--- src/rtl/adc_result_regs.sv ---
module adc_result_regs #(
  parameter int ADDR_W = 8,
  parameter logic [ADDR_W-1:0] LO_ADDR = 8'h78,
  parameter logic [ADDR_W-1:0] HI_ADDR = 8'h79
) (
  input  logic              clk,
  input  logic              rst_n,
  input  logic              conv_done,
  input  logic [9:0]        conv_result,
  input  logic              rd_en,
  input  logic [ADDR_W-1:0] rd_addr,
  input  logic              left_align,
  output logic [7:0]        rd_data,
  output logic              result_lost
);
  localparam int RES_W = 10;
  localparam int BYTE_W = 8;
  localparam int PAD_W = 2 * BYTE_W - RES_W;

  logic [RES_W-1:0] res_q;
  logic             lock_q;
  logic             lost_q;

  wire lo_rd  = rd_en && (rd_addr == LO_ADDR);
  wire hi_rd  = rd_en && (rd_addr == HI_ADDR);
  wire accept = conv_done && !lock_q && !lo_rd;
  wire drop   = conv_done && !accept;

  wire [2*BYTE_W-1:0] view = left_align ? {res_q, {PAD_W{1'b0}}}
                                        : {{PAD_W{1'b0}}, res_q};

  assign rd_data = lo_rd ? view[BYTE_W-1:0] :
                   hi_rd ? view[2*BYTE_W-1:BYTE_W] : '0;
  assign result_lost = lost_q;

  always_ff @(posedge clk) begin
    if (!rst_n) begin
      res_q  <= '0;
      lock_q <= 1'b0;
      lost_q <= 1'b0;
    end else begin
      if (accept) res_q <= conv_result;
      if (drop)   lost_q <= 1'b1;
      if (lo_rd)       lock_q <= 1'b1;
      else if (hi_rd)  lock_q <= 1'b0;
    end
  end
endmodule


--- config.mk ---
export PLATFORM = sky130hd
export DESIGN_NAME = adc_result_regs
export DESIGN_NICKNAME = d
export VERILOG_FILES = /design/src/rtl/adc_result_regs.sv
export SDC_FILE = /design/constraint.sdc
export NUM_CORES = 1
export LEC_CHECK = 0
export ABC_AREA = 1
export BUFFER_PORTS_ARGS = -buffer_cell sky130_fd_sc_hd__buf_4
export CAP_MARGIN = 5
export CORE_ASPECT_RATIO = 1.25
export CORE_MARGIN = 2
export CORE_UTILIZATION = 45
export DETAILED_ROUTE_END_ITERATION = 16
export PLACE_DENSITY = 0.74
export SYNTH_ARGS = -nofsm -noshare
export SYNTH_HDL_FRONTEND = slang
export SYNTH_SLANG_ARGS = --single-unit
--- constraint.sdc ---
create_clock -name clk -period 1.94 [get_ports clk]
set_clock_uncertainty 0.1 [all_clocks]
set_input_delay 0.097 -clock clk [delete_from_list [all_inputs] [get_ports clk]]
set_output_delay 0.097 -clock clk [all_outputs]
set_load 0.005 [all_outputs]
==> results of run 1 <==
## synth_stat cells
cell and number:
nand2_1 39, nand3_2 10, nor2_8 1, nand3_4 2, a21o_1 1, buf_4 1
o21ai_2 2, nand3_1 5, nor2_2 1, nor2_4 2, nand2_2 2, inv_1 17
buf_2 4, mux2i_1 2, a21oi_1 10, nor2_1 16, dfxtp_1 12, inv_2 2
buf_6 1
## repair_timing
action / 4_1_cts / 5_1_grt
endpoints found under the hold margin: 1 / 0
gates resized for setup: 0 / 0
hold buffers: 1 / 0
## worst paths after layout
| check | startpoint | to | slack, ns | cells past startpoint |
|---|---|---|---|---|
| worst max-delay path | rd_addr[0] | rd_data[6] | 0.49 | 7 |
| worst min-delay path | rst_n | res_q[6] | 0.02 | 3 |
| worst max register to register | lock_q | res_q[4] | 0.80 | 5 |
| worst min register to register | result_lost | result_lost | 0.37 | 2 |
## stage by stage
| step | area [um2] | power [mW] | hold WS, ns |
|---|---|---|---|
| floorplan | 873 | 0.344 | 0.118 |
| global placement | 1100 | 0.388 | 0.230 |
| detailed placement | 1100 | 0.391 | 0.241 |
| CTS | 1140 | 0.590 | 0.0160 |
| global route | 1140 | 0.619 | 0.0217 |
| finish | 1140 | 0.583 | 0.0226 |
## logic make-up after synthesis
kind of cell / Yosys count
AND/OR/NAND/NOR: 78
AO/OA/AOI/OAI: 13
multiplexers: 2
flip-flops: 12
buffers and inverters: 25
## flip-flops by register name, indices dropped and copies added, names as in the netlist
name / flops
lock_q: 1
res_q: 10
result_lost: 1
## critical path, stage by stage
cell and delay (ns):
buf_4 0.11, inv_1 0.06, nand2_1 0.05, nor2_1 0.10
nand3_2 0.42, o21ai_2 0.28, buf_4 0.13
## routing by layer
metal / global-route usage (%) / routed length, um / up-vias
li1: - / - / 464
met1: 21.0 / 811 / 360
met2: 32.3 / 875 / 20
met3: 1.37 / 56 / 4
met4: 10.6 / 33 / 0
met5: 0 / 0 / -
## layout make-up
cell class,instances,share of cell area (%)
clock buffers,4,3.17
inverters,19,6.23
multi-input cells,93,45.7
flip-flops and latches,12,21.0
well taps,19,2.08
repair buffers,33,21.9
## power by group through the flow
stage	sequential, mW	combinational (mW)	clock, mW
global route	0.277	0.127	0.216
detailed placement	0.280	0.111	0
CTS	0.274	0.113	0.203
floorplan	0.276	0.0675	0
global placement	0.280	0.108	0
finish	0.274	0.112	0.197
==> impl_metrics.ini, run 1 <==
[status]
outcome = complete, no violations

[sta]
hold_viol = 0
period_minus_slack_ns = 1.45
fin_tns_setup_ns = 0
post-route-period-util_pct = 74.9
worst_pin_slew_ns = 0.518
slew_viol_final = 0
rsz0062_at_grt = no
worst_slack_ns = 0.486
fmax_mhz = 688
slew_headroom_pct = 65.4
setup_viol_count_final = 0

[power]
power_frac_comb_pct = 19.1
p_seq_share_pct = 47.0
p_int_uw = 433
leakagePower_nw = 0.636
pwr_density_cell_nw_per_um2 = 510
switchingPower_uw = 151
sw_frac_of_total_pct = 25.8
ir_drop_mv = 0.517
p_clk_share_pct = 33.8

[final_layout]
antenna_cells = 0
final_common_cell = nand2_1
final_cells = 180
drive_gt1_share_pct = 36.0
syn_to_final_growth_pct = 31.1
finalNetCount = 185
n_fill_cell = 169
multi_input_area_um2 = 523
seq_area_um2 = 240
final_core_utilization_pct = 63.3
final_cell_mix = 39 x nand2_1, 32 x buf_4, 17 x inv_1, 16 x nor2_1, 12 x dfxtp_1

[routing]
vias = 848
routed_wl_um = 1780
drt_first_pass_iters = 2
wl_per_cell_um = 9.87
viasPerCell = 4.71
drtAntennaViolNets = 0
drt_iter0_drc = 6
drc = 0

[clocking]
cts.sinks = 12
htree_levels = 1
clk_path_buf_depth = 2
root_buffer = clkbuf_4
numCtsBuffers = 3
clkLatencyLatePin_ns = 0.27
cts_tree = built
path_clk_slew_ns = 0.08
post_cts_buffers = 0

[yosys]
synth_warnings = 0
syn_area_um2 = 873
synth_compound_area_share_pct = 8.60
synth-seq-cells = 12
syn-num-nets = 153
synth_top_area_share_pct = 27.5
synth_top_family_by_area = simple AND/OR/NAND/NOR gates
synthSimpleGateAreaFrac_pct = 49.0
seq_area_frac_synth_pct = 27.5
synthCells = 130
synth.area.mux_share_pct = 2.29
synth_xor_area_share_pct = 0
yosys-top-cells-area = dfxtp_1 28%, nand2_1 17%, nand3_2 11%
synth_cell_types = 19
avgSynthCellArea_um2 = 6.72
yosysTopAreaCell = dfxtp_1
synth_adder_area_share_pct = 0

[critical_path]
arrival_ns = 1.26
crit_path_end_kind = output port
critPathLaunchType = input port
worstSetupPathType = input port to output port
required_ns = 1.74
worstPathMaxFanout = 21

[floorplanning]
die_x_um = 43.4
dieArea_um2 = 2310
io_pins = 32
fp.dieH_um = 53.3
start_util_pct = 48.3
row_count = 17
coreArea_um2 = 1810

[global_route]
antenna_found_initial = 0
grtUsageTotal_pct = 18.2
grt_pass1_vias = 847
grt_pass1_wl_um = 3220
gr-total-overflow = 0
grt_max_degree = 22

[job]
drv_cap = 0

[place]
dp.cells = 175
gp_congestion = 0.729
port_buffers = 31
pre_cts_ws_ns = 0.483
post-dp-hpwl_um = 1410

[worst_hold_path]
hold_class = input port to flop
Power figures use the tool's default switching activity.
==> run 2: changes to the inputs <==
==> constraint.sdc (replaced) <==
create_clock -name clk -period 1.5 [get_ports clk]
set_clock_uncertainty 0.1 [all_clocks]
set_input_delay 0.075 -clock clk [delete_from_list [all_inputs] [get_ports clk]]
set_output_delay 0.075 -clock clk [all_outputs]
set_load 0.005 [all_outputs]
==> run 2 against run 1 <==
Against the previous run: cell count up 0.56%; clock-buffer cell count down 1; register-to-register slack worse by 0.41 ns; largest cell class unchanged; combinational power up 31%; die area unchanged; sequential share of layout area down 0.069 points; worst setup slack worse by 0.23 ns; critical path depth up 2; largest power group unchanged; routed wire length up 3.5%; non-clock buffer count up 2; utilization up 0.21 points.
==> impl_metrics.ini, run 2 (synthesis results as in run 1) <==
[critical_path]
crit_top_cell = buf_4
cp_slowest_cell = nor2_4
worstPathMaxFanout = 6
arrival_ns = 1.07
worstPathCellList = buf_4 > inv_1 > nand2_1 > nor2_4 > nand3_4 > nor2_8 > nand2_2 > o21ai_2 > buf_4
crit_path_end_kind = output port
required_ns = 1.32
crit_buf_inv = 3
critPathLaunchType = input port
cpPeakStageDelay_ns = 0.15
crit_family = simple AND/OR/NAND/NOR gates
worstSetupPathType = input port to output port

[final_layout]
syn_to_final_growth_pct = 31.5
largest_reg_flops = 10
antenna_cells = 0
drive_gt1_share_pct = 35.8
final_common_cell = nand2_1
final_core_utilization_pct = 63.5
final_cell_mix = 39 x nand2_1, 33 x buf_4, 17 x inv_1, 16 x nor2_1, 12 x dfxtp_1
regMostFlops = res_q
finalNetCount = 187

[routing]
routed_wl_um = 1840
wl_per_cell_um = 10.2
drc = 0
drt_first_pass_iters = 4
drt_iter0_drc = 13
vias = 887
drtAntennaViolNets = 0
viasPerCell = 4.90

[floorplanning]
io_pins = 32
start_util_pct = 48.3
dieArea_um2 = 2310
coreArea_um2 = 1810
fp.dieH_um = 53.3
die_x_um = 43.4
row_count = 17

[power]
pwr_density_cell_nw_per_um2 = 599
power_uw = 688
ir_drop_mv = 0.400
leakagePower_nw = 0.637

[sta]
hold_viol = 0
worst_pin_slew_ns = 0.227
rsz0062_at_grt = no
setup_viol_count_final = 0
worst_slack_ns = 0.253
period_minus_slack_ns = 1.25
fmax_mhz = 802
slew_headroom_pct = 84.5
slew_viol_final = 0
fin_tns_setup_ns = 0
post-route-period-util_pct = 83.2

[clocking]
clk_path_buf_depth = 2
htree_levels = 1
root_buffer = clkbuf_4
post_cts_buffers = 0
path_clk_slew_ns = 0.07
cts.repair.resized = 0
cts.sinks = 12
cts_tree = built
clkLatencyLatePin_ns = 0.26
numCtsBuffers = 3

[global_route]
antenna_found_initial = 0
grt_pass1_wl_um = 3200
gr-total-overflow = 0
grt_max_degree = 22
grt_pass1_vias = 782
grtUsageTotal_pct = 19.1

[place]
post-dp-hpwl_um = 1490
port_buffers = 31
pre_cts_ws_ns = 0.255
gp_congestion = 0.798

[worst_hold_path]
hold_class = input port to flop

[job]
drv_cap = 0

[status]
outcome = complete, no violations
## run 2: changes by cell type in the layout (fill, tap and decap cells not counted)
cell           before  now
clkbuf_8            1    0
dlygate4sd3_1       1    2
buf_4              32   33
## run 2: worst register-to-register path, stage by stage (launching register included)
cell	delay, ns
dfxtp_1	0.31
nor2_1	0.10
buf_4	0.26
nand3_1	0.11
nand2_1	0.08
nor2_1	0.04
## run 2: metal layers
metal | vias up | global-route usage (%) | share of wire (%) | routed length [um]
met5 | - | 0 | 0 | 0
met3 | 8 | 2.05 | 2.6 | 48
met2 | 24 | 31.3 | 50 | 916
met4 | 0 | 18.7 | 4.7 | 86
li1 | 463 | - | - | -
met1 | 392 | 20.8 | 43 | 787
## run 2: what timing repair did
action                                  in CTS  in global routing
hold endpoints to repair                     2                  0
endpoints found under the setup margin       0                  0
hold buffers                                 2                  0
## run 2: final cells by class
cell class	instances	area (um2)
Clock buffer	3	22.5
Timing Repair Buffer	35	268
Sequential cell	12	240
Inverter	19	71.3
Tap cell	19	23.8
Fill cell	174	659
Multi-Input combinational cell	93	523
## run 2: path summary, 6_finish.rpt
check / from / to / slack, ns / depth (start not counted)
worst max-delay path: rd_addr[7] / rd_data[0] / 0.25 / 9
worst min-delay path: conv_result[5] / res_q[5] / 0.01 / 5
worst max register to register: lock_q / res_q[4] / 0.39 / 5
worst min register to register: result_lost / result_lost / 0.35 / 2
## run 2: metrics by stage
step                      cell area, um2  std cells  hold WS, ns
after floorplan                      873        130       0.0956
after global placement              1110        176        0.208
after detailed placement            1110        176        0.219
after CTS                           1150        181       0.0115
after global routing                1150        181       0.0314
final                               1150        181       0.0144
## run 2: report_power, final
part	switching, mW	internal [mW]	leakage, nW	total (mW)
clock network	0.0926	0.0927	0.0138	0.185
logic	0.0719	0.0755	0.524	0.147
registers	0.0166	0.339	0.0993	0.355
total	0.181	0.507	0.637	0.688
